`src/rtl/mexp_pkg.sv`:
```
package mexp_pkg;
    // Exponent controller states
    typedef enum logic [2:0] {
        C_IDLE,
        C_ENTER,
        C_SKIP,
        C_NEXT,
        C_SQ,
        C_MUL,
        C_EXIT
    } ctl_st_e;

    // Product engine phases
    typedef enum logic [1:0] {
        E_IDLE,
        E_PRIME,
        E_RUN
    } eng_ph_e;
endpackage

```
`src/rtl/mexp_csa.sv`:
```
// One row of full adders: a + b + c = sum + 2*cout, bitwise.
module mexp_csa #(
    parameter int WID = 36
) (
    input  logic [WID-1:0] a_i,
    input  logic [WID-1:0] b_i,
    input  logic [WID-1:0] c_i,
    output logic [WID-1:0] sum_o,
    output logic [WID-1:0] cout_o
);
    for (genvar j = 0; j < WID; j++) begin : g_fa
        assign sum_o[j]  = a_i[j] ^ b_i[j] ^ c_i[j];
        assign cout_o[j] = (a_i[j] & b_i[j]) | (a_i[j] & c_i[j]) | (b_i[j] & c_i[j]);
    end
endmodule

```
`src/rtl/mexp_mont_core.sv`:
```
// Bit-serial Montgomery product, carry-save accumulator, R = 2^(W+2).
// Multiplier arrives as a sum/carry pair and is converted bit-serially.
module mexp_mont_core
    import mexp_pkg::*;
#(
    parameter int W = 32
) (
    input  logic              clk,
    input  logic              rst_n,
    input  logic              go_i,
    input  logic [W+3:0]      xs_i,
    input  logic [W+3:0]      xc_i,
    input  logic [W+3:0]      y_i,
    input  logic [W+3:0]      n_i,
    output logic              done_o,
    output logic [W+3:0]      sum_o,
    output logic [W+3:0]      cry_o
);
    localparam int WS    = W + 4;
    localparam int ITERS = W + 2;
    localparam int CW    = $clog2(ITERS) + 1;

    typedef struct packed {
        eng_ph_e       ph;
        logic [WS-1:0] xs;
        logic [WS-1:0] xc;
        logic [WS-1:0] y;
        logic [WS-1:0] n;
        logic          cy;
        logic [WS-1:0] yb;
        logic [WS-1:0] s;
        logic [WS-1:0] c;
        logic [CW-1:0] cnt;
        logic          done;
    } eng_t;

    eng_t q, d;

    logic          a_bit, cy_next;
    logic [WS-1:0] s1, c1, s2, c2, qn;
    logic          qbit;

    // serial conversion of the carry-save multiplier
    assign a_bit   = q.xs[0] ^ q.xc[0] ^ q.cy;
    assign cy_next = (q.xs[0] & q.xc[0]) | (q.xs[0] & q.cy) | (q.xc[0] & q.cy);

    // level one: S + C + registered a*Y
    mexp_csa #(.WID(WS)) u_lvl1 (
        .a_i(q.s), .b_i(q.c), .c_i(q.yb), .sum_o(s1), .cout_o(c1)
    );

    assign qbit = s1[0];
    assign qn   = qbit ? q.n : '0;

    // level two: + q*N
    mexp_csa #(.WID(WS)) u_lvl2 (
        .a_i(s1), .b_i({c1[WS-2:0], 1'b0}), .c_i(qn), .sum_o(s2), .cout_o(c2)
    );

    always_comb begin
        d      = q;
        d.done = 1'b0;
        case (q.ph)
            E_IDLE: begin
                if (go_i) begin
                    d.xs = xs_i;
                    d.xc = xc_i;
                    d.y  = y_i;
                    d.n  = n_i;
                    d.cy = 1'b0;
                    d.s  = '0;
                    d.c  = '0;
                    d.ph = E_PRIME;
                end
            end
            E_PRIME: begin
                d.yb  = a_bit ? q.y : '0;
                d.cy  = cy_next;
                d.xs  = q.xs >> 1;
                d.xc  = q.xc >> 1;
                d.cnt = '0;
                d.ph  = E_RUN;
            end
            E_RUN: begin
                d.s   = s2 >> 1;
                d.c   = c2;
                d.yb  = a_bit ? q.y : '0;
                d.cy  = cy_next;
                d.xs  = q.xs >> 1;
                d.xc  = q.xc >> 1;
                d.cnt = q.cnt + 1'b1;
                if (q.cnt == CW'(ITERS - 1)) begin
                    d.ph   = E_IDLE;
                    d.done = 1'b1;
                end
            end
            default: d.ph = E_IDLE;
        endcase
    end

    always_ff @(posedge clk or negedge rst_n) begin
        if (!rst_n) begin
            q <= '0;
        end else begin
            q <= d;
        end
    end

    assign done_o = q.done;
    assign sum_o  = q.s;
    assign cry_o  = q.c;

    // the odd-modulus correction leaves an even value before the halving
    assert_even_before_halve_R2: assert property (@(posedge clk) disable iff (!rst_n)
        (q.ph == E_RUN) |-> (s2[0] == 1'b0));

    // exactly W+2 iterations per product
    assert_iter_bound_R2: assert property (@(posedge clk) disable iff (!rst_n)
        (q.ph == E_RUN) |-> (q.cnt <= CW'(ITERS - 1)));

    // engine completion is a single-cycle event
    assert_core_done_pulse_R7: assert property (@(posedge clk) disable iff (!rst_n)
        q.done |=> !q.done);
endmodule

```
`src/rtl/csa_modexp.sv`:
```
// Left-to-right square-and-multiply controller around the product engine.
module csa_modexp
    import mexp_pkg::*;
#(
    parameter int W = 32
) (
    input  logic         clk,
    input  logic         rst_n,
    input  logic         start_i,
    input  logic [W-1:0] m_i,
    input  logic [W-1:0] e_i,
    input  logic [W-1:0] n_i,
    input  logic [W-1:0] r2_i,
    output logic         done_o,
    output logic [W-1:0] result_o
);
    localparam int WS = W + 4;
    localparam int LW = $clog2(W + 1);

    typedef struct packed {
        ctl_st_e       st;
        logic [W-1:0]  e;
        logic [LW-1:0] left;
        logic [W-1:0]  n;
        logic [WS-1:0] mt;
        logic [WS-1:0] ts;
        logic [WS-1:0] tc;
        logic          mulp;
        logic          go;
        logic [WS-1:0] gxs;
        logic [WS-1:0] gxc;
        logic [WS-1:0] gy;
        logic [W-1:0]  res;
        logic          done;
    } ctl_t;

    ctl_t q, d;

    logic          eng_done;
    logic [WS-1:0] eng_s, eng_c, res_v, n_ext;

    assign n_ext = WS'(q.n);
    assign res_v = eng_s + eng_c;

    mexp_mont_core #(.W(W)) u_core (
        .clk    (clk),
        .rst_n  (rst_n),
        .go_i   (q.go),
        .xs_i   (q.gxs),
        .xc_i   (q.gxc),
        .y_i    (q.gy),
        .n_i    (n_ext),
        .done_o (eng_done),
        .sum_o  (eng_s),
        .cry_o  (eng_c)
    );

    always_comb begin
        d      = q;
        d.go   = 1'b0;
        d.done = 1'b0;
        case (q.st)
            C_IDLE: begin
                if (start_i) begin
                    d.n    = n_i;
                    d.e    = e_i;
                    d.left = LW'(W);
                    d.go   = 1'b1;
                    d.gxs  = WS'(m_i);
                    d.gxc  = '0;
                    d.gy   = WS'(r2_i);
                    d.st   = C_ENTER;
                end
            end
            C_ENTER: begin
                if (eng_done) begin
                    d.mt = res_v;
                    d.st = C_SKIP;
                end
            end
            C_SKIP: begin
                if (q.left == '0) begin
                    d.res  = W'(1);
                    d.done = 1'b1;
                    d.st   = C_IDLE;
                end else begin
                    d.e    = q.e << 1;
                    d.left = q.left - 1'b1;
                    if (q.e[W-1]) begin
                        d.ts = q.mt;
                        d.tc = '0;
                        d.st = C_NEXT;
                    end
                end
            end
            C_NEXT: begin
                d.go  = 1'b1;
                d.gxs = q.ts;
                d.gxc = q.tc;
                if (q.left == '0) begin
                    d.gy = WS'(1);
                    d.st = C_EXIT;
                end else begin
                    d.mulp = q.e[W-1];
                    d.e    = q.e << 1;
                    d.left = q.left - 1'b1;
                    d.gy   = q.ts + q.tc;
                    d.st   = C_SQ;
                end
            end
            C_SQ: begin
                if (eng_done) begin
                    d.ts = eng_s;
                    d.tc = eng_c;
                    if (q.mulp) begin
                        d.go  = 1'b1;
                        d.gxs = eng_s;
                        d.gxc = eng_c;
                        d.gy  = q.mt;
                        d.st  = C_MUL;
                    end else begin
                        d.st = C_NEXT;
                    end
                end
            end
            C_MUL: begin
                if (eng_done) begin
                    d.ts = eng_s;
                    d.tc = eng_c;
                    d.st = C_NEXT;
                end
            end
            C_EXIT: begin
                if (eng_done) begin
                    d.res  = (res_v >= n_ext) ? W'(res_v - n_ext) : W'(res_v);
                    d.done = 1'b1;
                    d.st   = C_IDLE;
                end
            end
            default: d.st = C_IDLE;
        endcase
    end

    always_ff @(posedge clk or negedge rst_n) begin
        if (!rst_n) begin
            q <= '0;
        end else begin
            q <= d;
        end
    end

    assign done_o   = q.done;
    assign result_o = q.res;

    // a delivered result is fully reduced
    assert_result_below_n_R5: assert property (@(posedge clk) disable iff (!rst_n)
        done_o |-> (result_o < q.n));

    // a start during a run leaves the latched modulus untouched
    assert_ignore_start_R6: assert property (@(posedge clk) disable iff (!rst_n)
        ((q.st != C_IDLE) && start_i) |=> $stable(q.n));

    // single-cycle completion pulse
    assert_done_pulse_R7: assert property (@(posedge clk) disable iff (!rst_n)
        done_o |=> !done_o);

    // the result only moves together with the pulse
    assert_result_hold_R7: assert property (@(posedge clk) disable iff (!rst_n)
        !done_o |-> $stable(result_o));
endmodule

```
`config.mk`:
```
export PLATFORM = sky130hd
export DESIGN_NAME = csa_modexp
export DESIGN_NICKNAME = d
export VERILOG_FILES = /design/src/rtl/mexp_pkg.sv /design/src/rtl/mexp_csa.sv /design/src/rtl/mexp_mont_core.sv /design/src/rtl/csa_modexp.sv
export SDC_FILE = /design/constraint.sdc
export NUM_CORES = 1
export LEC_CHECK = 0
export ABC_AREA = 1
export BUFFER_PORTS_ARGS = -buffer_cell sky130_fd_sc_hd__buf_2
export CAP_MARGIN = 30
export CORE_MARGIN = 5
export CORE_UTILIZATION = 45
export DETAILED_ROUTE_END_ITERATION = 12
export PLACE_DENSITY = 0.63
export SETUP_SLACK_MARGIN = 0.5
export SLEW_MARGIN = 20
export SYNTH_ARGS = -nofsm -noshare
export SYNTH_HDL_FRONTEND = slang
export SYNTH_SLANG_ARGS = --single-unit
```
`constraint.sdc`:
```
create_clock -name clk -period 6.9 [get_ports clk]
set_input_delay 1.38 -clock clk [delete_from_list [all_inputs] [get_ports clk]]
set_output_delay 1.38 -clock clk [all_outputs]
set_load 0.005 [all_outputs]
```
==> summary.md, run 1 <==
| Metric | Value |
|---|---|
| Overall power after layout | 0.007395 W |
| Cts bufs inserted | 68 |
| Clock-pin slew on the worst setup and hold paths | 0.06 ns |
| Synth top area cells | sky130_fd_sc_hd__dfrtp_1 45%, sky130_fd_sc_hd__nand2_1 11%, sky130_fd_sc_hd__inv_1 5.0% |
| Most Used Layer, Global Route | met1 |
| All-Layer GR Usage | 27.66% |
| IO Port Bufs | 163 |
| Initial core utilization | 45.52% |
| Number of nets in the final layout | 4,349 |
| Number of flops mapped to enable cells by yosys | 0 |
| DR vias/cell | 5.616 |
| Hold buffer count at cts | 0 |
| Reported leakage power | 18.29 nW |
| Die Y-Extent | 279.4 um |
| Count of mapped cells out of synthesis | 3,975 |
| Routability-driven placement congestion ratio | 1.008 |
| Floorplan row count | 98 |
| Clock tree from TritonCTS | done |
| Synth Cell Area | 0.03265 mm^2 |
| Total Routed Length | 109.2 mm |
| Switching Share | 21.63% |
| Ratio of cells with drive above 1 in the final layout | 9.929% |
| Later-pin clock latency in the skew report | 0.62 ns |
| Post-detailed-route wirelength per cell | 21.66 um |
| Library cell with the largest summed area after synthesis | sky130_fd_sc_hd__dfrtp_1 |
| Hold path start | q[116] |
| Fraction of synthesis flops using an asynchronous set or reset pin | 100.0% |
| Pre-CTS setup slack | 1.966 ns |
| Worst ir drop on vdd | 190.8 uV |
| Prevailing post-synth register cell | sky130_fd_sc_hd__dfrtp_1 |
| Post-cts sizing count | 0 |
| Overflow left after global routing | 0 |
| Power share of the sequential group | 46.2% |
| Number of remaining DRC errors | 0 |
| Clk sinks | 582 |
| NetSw | 0.001600 W |
| GRT met1 Usage | 41.33% |
| Number of buffers inserted to repair setup after CTS | 0 |
| H-tree levels | 3 |
| Pin count of the biggest net entering global routing | 150 |
| Horizontal die dimension | 279.4 um |
| Buffer type at the clock tree root | sky130_fd_sc_hd__clkbuf_16 |
| Number of detailed-route iterations in the first pass | 6 |
| Growth of design area from synthesis to finish | 12.13% |
| Start point of the critical path | u_core.cry_o[0] |
| Vias in the first global route | 27,670 |
| Worst Slack Setup Final | 1.906 ns |
| Max-cap violations | 0 |
| Final Hold Vio Count | 0 |
| Number of ports placed on the die boundary | 164 |
| Post-synthesis sequential area ratio | 44.60% |
| Max-slew violations | 0 |
| Type of the worst setup path | flip-flop to flip-flop |
| Synthesized area divided by synthesized cell count | 8.215 um^2 |
| Result of the run | completed |
| Leading cell types by count after synthesis | 923 x sky130_fd_sc_hd__nand2_1, 582 x sky130_fd_sc_hd__dfrtp_1, 438 x sky130_fd_sc_hd__inv_1, 302 x sky130_fd_sc_hd__nor2_1, 302 x sky130_fd_sc_hd__o21ai_0 |
| Register-to-register setup slack | 1.91 ns |
| Antenna viol nets, final | 0 |
| Yosys warning count | 0 |
| Post-layout minimum cycle time | 4.994 ns |
| Power Density | 202.0 mW/mm^2 |
| Syn nets | 4,288 |
| Comb pwr share | 1.6% |
| M2 GR Usage | 40.38% |
| Dominant cell by count in the synthesized netlist | sky130_fd_sc_hd__nand2_1 |
| Transition time at the pin with the least slew margin | 0.9966 ns |
| Internal portion of total power | 0.005795 W |
| Fmax | 200.3 MHz |
| R2R Path Start | u_core.cry_o[0] |
| Tcrit/Tclk final | 72.37% |
| Total Neg Setup Slack | 0 ns |
| Max Root-Sink Buffers | 3 |
| Setup repair after global routing missed its margin | false |
| Global routing usage on met3 | 6.509% |
| Worst Hold Slack | 0.4766 ns |
| Number of distinct library cell variants in the gate-level netlist after synthesis | 53 |
| Count of final setup violators | 0 |
| Post-Route Skew | 0.03625 ns |
| Worst slew slack as a fraction of its limit | 33.56% |
| Antenna violations before repair | 1 |
| Arrival time of data at the critical path endpoint | 5.49 ns |
| HPWL Detailed | 78.55 mm |
| Post-synthesis register bit count | 582 |
| Required arrival time at the worst endpoint | 7.39 ns |
| Type of origin of the critical path | flip-flop |
| Die footprint | 0.07805 mm^2 |
| CP Capture Type | flip-flop |
| Initial DRC Count | 2,841 |
| Fraction of synthesized cell area taken by the top area cell type | 44.60% |
| Max Fanout on Critical Path | 15 |
| Total number of vias | 28,300 |
| Placeable core region | 0.07173 mm^2 |
| Min-Delay Path Class | flip-flop to flip-flop |
| First-pass GRT wire length | 167.7 mm |
| Clock Power Share | 52.2% |
worst max-delay path, stage by stage (launching register included):
cell and delay [ns]:
sky130_fd_sc_hd__dfrtp_1 0.43, sky130_fd_sc_hd__ha_1 0.28, sky130_fd_sc_hd__fa_1 0.45, sky130_fd_sc_hd__nand2_1 0.09
sky130_fd_sc_hd__nand3_1 0.10, sky130_fd_sc_hd__nand3_1 0.09, sky130_fd_sc_hd__nand2_1 0.11, sky130_fd_sc_hd__nand2_1 0.11
sky130_fd_sc_hd__nand2_1 0.13, sky130_fd_sc_hd__a21oi_1 0.32, sky130_fd_sc_hd__o21ai_0 0.16, sky130_fd_sc_hd__xor2_1 0.35
sky130_fd_sc_hd__ha_1 0.37, sky130_fd_sc_hd__nand2_1 0.14, sky130_fd_sc_hd__nor2_1 0.07, sky130_fd_sc_hd__inv_1 0.09
sky130_fd_sc_hd__nor2_1 0.05, sky130_fd_sc_hd__a21oi_1 0.13, sky130_fd_sc_hd__nand2_1 0.12, sky130_fd_sc_hd__nand2_1 0.09
sky130_fd_sc_hd__nand3_1 0.09, sky130_fd_sc_hd__inv_1 0.07, sky130_fd_sc_hd__nand2_1 0.06, sky130_fd_sc_hd__nor2_2 0.55
sky130_fd_sc_hd__nand3_1 0.24, sky130_fd_sc_hd__nand3_1 0.15, sky130_fd_sc_hd__nand2_1 0.06
placed cells by master, fill, tap and decap left out, types with 36 or more instances in the layout:
cell type	instances
sky130_fd_sc_hd__nand2_1	921
sky130_fd_sc_hd__dfrtp_1	582
sky130_fd_sc_hd__inv_1	438
sky130_fd_sc_hd__o21ai_0	302
sky130_fd_sc_hd__nor2_1	296
sky130_fd_sc_hd__nand3_1	270
sky130_fd_sc_hd__a21oi_1	225
sky130_fd_sc_hd__buf_2	162
sky130_fd_sc_hd__ha_1	110
sky130_fd_sc_hd__fa_1	70
sky130_fd_sc_hd__clkbuf_16	70
sky130_fd_sc_hd__a22oi_1	65
sky130_fd_sc_hd__o211ai_1	42
sky130_fd_sc_hd__o221ai_1	40
sky130_fd_sc_hd__mux2_2	38
sky130_fd_sc_hd__buf_4	36
per-layer routing:
metal | part of all wire, % | vias to the layer above
met1 | 46 | 13810
met5 | 0 | -
met3 | 8.3 | 193
met2 | 43 | 999
met4 | 3.3 | 0
li1 | - | 13310
through the flow:
step | cells | cell area [um^2] | util [%]
after detailed placement | 4913 | 34160 | 47.63
after CTS | 5036 | 36540 | 50.94
after global routing | 5040 | 36620 | 51.04
final | 5040 | 36620 | 51.04
after floorplan | 3975 | 32650 | -
after global placement | 4912 | 34140 | 47.59
area by class of cell:
cell class / instances / area (um^2)
clock inverters: 27 / 400.4
well taps: 950 / 1189
fillers: 6912 / 35120
flip-flops and latches: 582 / 14560
repair buffers: 206 / 1254
clock buffers: 96 / 1979
inverters: 448 / 1682
multi-input cells: 2730 / 15540
diodes: 1 / 2.502
worst paths after layout:
kind | endpoint | depth (start not counted)
worst min register to register | q[116] | 2
max in group asynchronous | q[315] | 2
worst max-delay path | result_o[23] | 26
min in group asynchronous | u_core.q[232] | 1
worst max register to register | result_o[23] | 26
worst min-delay path | q[116] | 2
registers in the layout, summed over array words and instances (netlist names):
signal         flops
u_core.q         186
q                259
u_core.sum_o      35
u_core.cry_o      36
n_ext             32
result_o          32
done_o             1
u_core.done_o      1
logic make-up after synthesis:
family / Yosys count / synth area share [%]
AOI/OAI and AO/OA: 852 / 15.55
and+or+nand+nor: 1594 / 20.13
xor gates and xnor gates: 64 / 1.717
DFF: 582 / 44.60
muxes: 38 / 1.310
buffers and inverters: 663 / 8.112
adders and majority gates: 182 / 8.583
power by group through the flow:
stage | clock network (W) | registers, W | logic, W
2_1_floorplan | 0 | 0.00348 | 0.00000325
3_3_place_gp | 0 | 0.00348 | 0.000120
3_5_place_dp | 0 | 0.00348 | 0.000120
4_1_cts | 0.00393 | 0.00341 | 0.000120
5_1_grt | 0.00407 | 0.00341 | 0.000139
6_report | 0.00386 | 0.00341 | 0.000118
Power figures use the tool's default switching activity.
==> run 2, diff against run 1 <==
--- a/config.mk
+++ b/config.mk
@@ -11,7 +11,7 @@
 export CORE_MARGIN = 5
 export CORE_UTILIZATION = 45
 export DETAILED_ROUTE_END_ITERATION = 12
-export PLACE_DENSITY = 0.63
+export PLACE_DENSITY = 0.65
 export SETUP_SLACK_MARGIN = 0.5
 export SLEW_MARGIN = 20
 export SYNTH_ARGS = -nofsm -noshare
==> constraint.sdc (replaced) <==
create_clock -name clk -period 4.2 [get_ports clk]
set_input_delay 0.84 -clock clk [delete_from_list [all_inputs] [get_ports clk]]
set_output_delay 0.84 -clock clk [all_outputs]
set_load 0.005 [all_outputs]
==> run 2 against run 1 <==
  * Register-to-register slack lost 1.6 ns
  * Clock-buffer cell count shrank 1
  * Core utilization grew 3.5 points
==> summary.md, run 2 (same netlist as run 1, synthesis figures left out) <==
| Metric | Value |
|---|---|
| Worst Hold Slack | 0.1699 ns (-0.3067 ns) |
| RR Endpoint | result_o[14] |
| Later-pin clock latency in the skew report | 0.62 ns (about the same) |
| Vias in the first global route | 28,810 (+4.1%) |
| Worst Slack Setup Final | 0.3259 ns (-1.580 ns) |
| Floorplan row count | 98 (unchanged) |
| Number of ports placed on the die boundary | 164 (unchanged) |
| Setup repair after global routing missed its margin | true |
| Routability-driven placement congestion ratio | 1.017 (+0.94%) |
| Number of detailed-route iterations in the first pass | 6 (unchanged) |
| H-tree levels | 3 (unchanged) |
| Antenna violations before repair | 2 (+1) |
| Hold buffer count at cts | 0 (unchanged) |
| Fmax | 258.1 MHz (+29%) |
| Reported leakage power | 19.21 nW (+5.0%) |
| Clk sinks | 582 (unchanged) |
| Initial DRC Count | 3,141 (+11%) |
| Flip-flop count of the largest register, all copies and words added | 259 (unchanged) |
| Max-cap violations | 0 (unchanged) |
| DR vias/cell | 5.627 (+0.20%) |
| Antenna viol nets, final | 0 (unchanged) |
| Most common cell after layout, fill and taps aside | sky130_fd_sc_hd__nand2_1 |
| Initial core utilization | 45.52% (unchanged) |
| Slowest cell on the critical path | sky130_fd_sc_hd__dfrtp_2 |
| Overflow left after global routing | 0 (unchanged) |
| All-Layer GR Usage | 28.11% (+0.45 points) |
| Worst ir drop on vdd | 267.7 uV (+40%) |
| Arrival time of data at the critical path endpoint | 4.37 ns (-1.12 ns) |
| Max Root-Sink Buffers | 3 (unchanged) |
| Required arrival time at the worst endpoint | 4.70 ns (-2.69 ns) |
| Result of the run | completed |
| First-pass GRT wire length | 171.2 mm (+2.1%) |
| Length in cells of the worst reg-to-reg path | 24 (-7.7%) |
| Number of nets in the final layout | 4,494 (+3.3%) |
| Overall power after layout | 0.01216 W (+64%) |
| Power share of the sequential group | 46.1% (about the same) |
| Count of final setup violators | 0 (unchanged) |
| Ratio of cells with drive above 1 in the final layout | 18.17% (+8.2 points) |
| Growth of design area from synthesis to finish | 19.79% |
| HPWL Detailed | 79.34 mm (+1.0%) |
| Largest register by flop count | q |
| Post-detailed-route wirelength per cell | 21.53 um (-0.59%) |
| Total number of vias | 29,180 (+3.1%) |
| Max Fanout on Critical Path | 6 (-9) |
| CP Capture Type | flip-flop |
| NetSw | 0.002650 W (+66%) |
| Type of the worst setup path | flip-flop to flip-flop |
| Total Routed Length | 111.6 mm (+2.3%) |
| R2R Path Start | u_core.sum_o[1] |
| Total Neg Setup Slack | 0 ns (unchanged) |
| Number of inserted filler cells in the final layout | 6,679 (-3.4%) |
| Min-Delay Path Class | input port to asynchronous set/reset pin |
| Max-slew violations | 0 (unchanged) |
| Maximum single-stage delay on the critical path | 0.43 ns (-0.12 ns) |
| Pre-CTS setup slack | -0.1690 ns (-2.135 ns) |
| Buffer type at the clock tree root | sky130_fd_sc_hd__clkbuf_16 |
| Transition time at the pin with the least slew margin | 1.024 ns (+0.02717 ns) |
| Clock Power Share | 52.3% (about the same) |
| Comb pwr share | 1.6% (about the same) |
| Number of remaining DRC errors | 0 (unchanged) |
| Die footprint | 0.07805 mm^2 (unchanged) |
| Final Hold Vio Count | 0 (unchanged) |
| Post-layout minimum cycle time | 3.874 ns (-1.120 ns) |
| Worst path most repeated cell | sky130_fd_sc_hd__nand2_1 |
| Die Y-Extent | 279.4 um (unchanged) |
| Power Density | 311.0 mW/mm^2 (+54%) |
| Clock tree from TritonCTS | done |
| Tcrit/Tclk final | 92.24% (+20 points) |
| Horizontal die dimension | 279.4 um (unchanged) |
| Cts bufs inserted | 69 (+1.5%) |
| Register-to-register setup slack | 0.33 ns (-1.58 ns) |
| Clock-pin slew on the worst setup and hold paths | 0.06 ns (about the same) |
| Switching Share | 21.78% (+0.15 points) |
| Pin count of the biggest net entering global routing | 145 (-3.3%) |
| Commonest cells after routing, fill and taps aside | 880 x sky130_fd_sc_hd__nand2_1, 563 x sky130_fd_sc_hd__dfrtp_1, 425 x sky130_fd_sc_hd__inv_1 |
| Post-Route Skew | 0.02776 ns (-0.008485 ns) |
| Type of origin of the critical path | flip-flop |
| Critical-path cell list | buf_6, fa_2, nand2_2, nand3_2, nand3_2, nand2_4, xor2_1, ha_1, nand2_1, inv_1, nand2_2, inv_2, nand2_1, nand3_2, nand2_1, nand2_1, nand2_1, nand3_2, nor2_4, nand3_4, buf_12, clkbuf_16, nor2_4, o21ai_1 |
| Worst slew slack as a fraction of its limit | 31.75% (-1.8 points) |
| IO Port Bufs | 163 (unchanged) |
| Placeable core region | 0.07173 mm^2 (unchanged) |
| Internal portion of total power | 0.009514 W (+64%) |
[run 2: cell count changes in the layout (fill, tap and decap cells not counted), sizes merged]
cell / previous run / this run
buf: 206 / 349
clkinv: 12 / 18
bufinv: 9 / 7
clkinvlp: 4 / 2
diode: 1 / 3
inv: 450 / 448
[run 2: final cells by class]
class | count | area, um^2 | share of cell area (%)
antenna | 3 | 7.507 | 0.01919
clock buffer | 95 | 2048 | 5.236
clock inverter | 27 | 352.8 | 0.9020
inverter | 448 | 1684 | 4.305
multi-input combinational | 2730 | 16740 | 42.81
sequential | 582 | 14590 | 37.29
tap | 950 | 1189 | 3.039
timing repair buffer | 350 | 2504 | 6.400
[run 2: worst max path at each step]
stage,from,end,slack (ns),depth (start not counted)
finish,u_core.sum_o[1],result_o[14],0.33,24
global route,u_core.sum_o[0],result_o[5],0.14,30
CTS,u_core.sum_o[1],result_o[27],0.42,26
detailed placement,u_core.sum_o[2],result_o[31],-0.17,24
global placement,u_core.sum_o[4],result_o[31],-0.21,24
floorplan,u_core.sum_o[0],result_o[30],0.51,27
[run 2: through the flow]
stage / utilization, % / std cells / instance area (um^2)
global route: 54.53 / 5183 / 39110
floorplan: - / 3975 / 32660
finish: 54.53 / 5185 / 39120
detailed placement: 48.64 / 4999 / 34890
global placement: 48.62 / 4998 / 34870
CTS: 53.85 / 5163 / 38630
[run 2: layer usage]
metal,track usage [%],wire length (um)
met5,0,13
met4,9.273,3969
met3,7.701,11380
met2,40.86,46980
met1,40.97,49300
[run 2: power groups by stage]
stage / registers (W) / clock network [W] / logic, W
after global routing: 0.00560 / 0.00669 / 0.000227
after global placement: 0.00571 / 0 / 0.000202
after floorplan: 0.00571 / 0 / 0.00000533
after CTS: 0.00561 / 0.00646 / 0.000204
after detailed placement: 0.00571 / 0 / 0.000203
final: 0.00561 / 0.00636 / 0.000194
[run 2: worst max-delay path: cells and delay by family, from the launching register on]
family,cells,cell delay [ns]
AOI/OAI and AO/OA,1,0.08
xor gates and xnor gates,1,0.40
adders and majority gates,2,0.78
buffers and inverters,5,0.63
DFF,1,0.43
and+or+nand+nor,15,1.42
[run 2: what timing repair did]
| item | CTS | global route |
|---|---|---|
| gates resized for setup | 190 | 78 |
| pin swaps | 37 | 33 |
| gates cloned | 4 | 1 |
| setup endpoints to repair | 32 | 32 |
| buffers inserted | 38 | 17 |
| endpoints found under the hold margin | 0 | 0 |
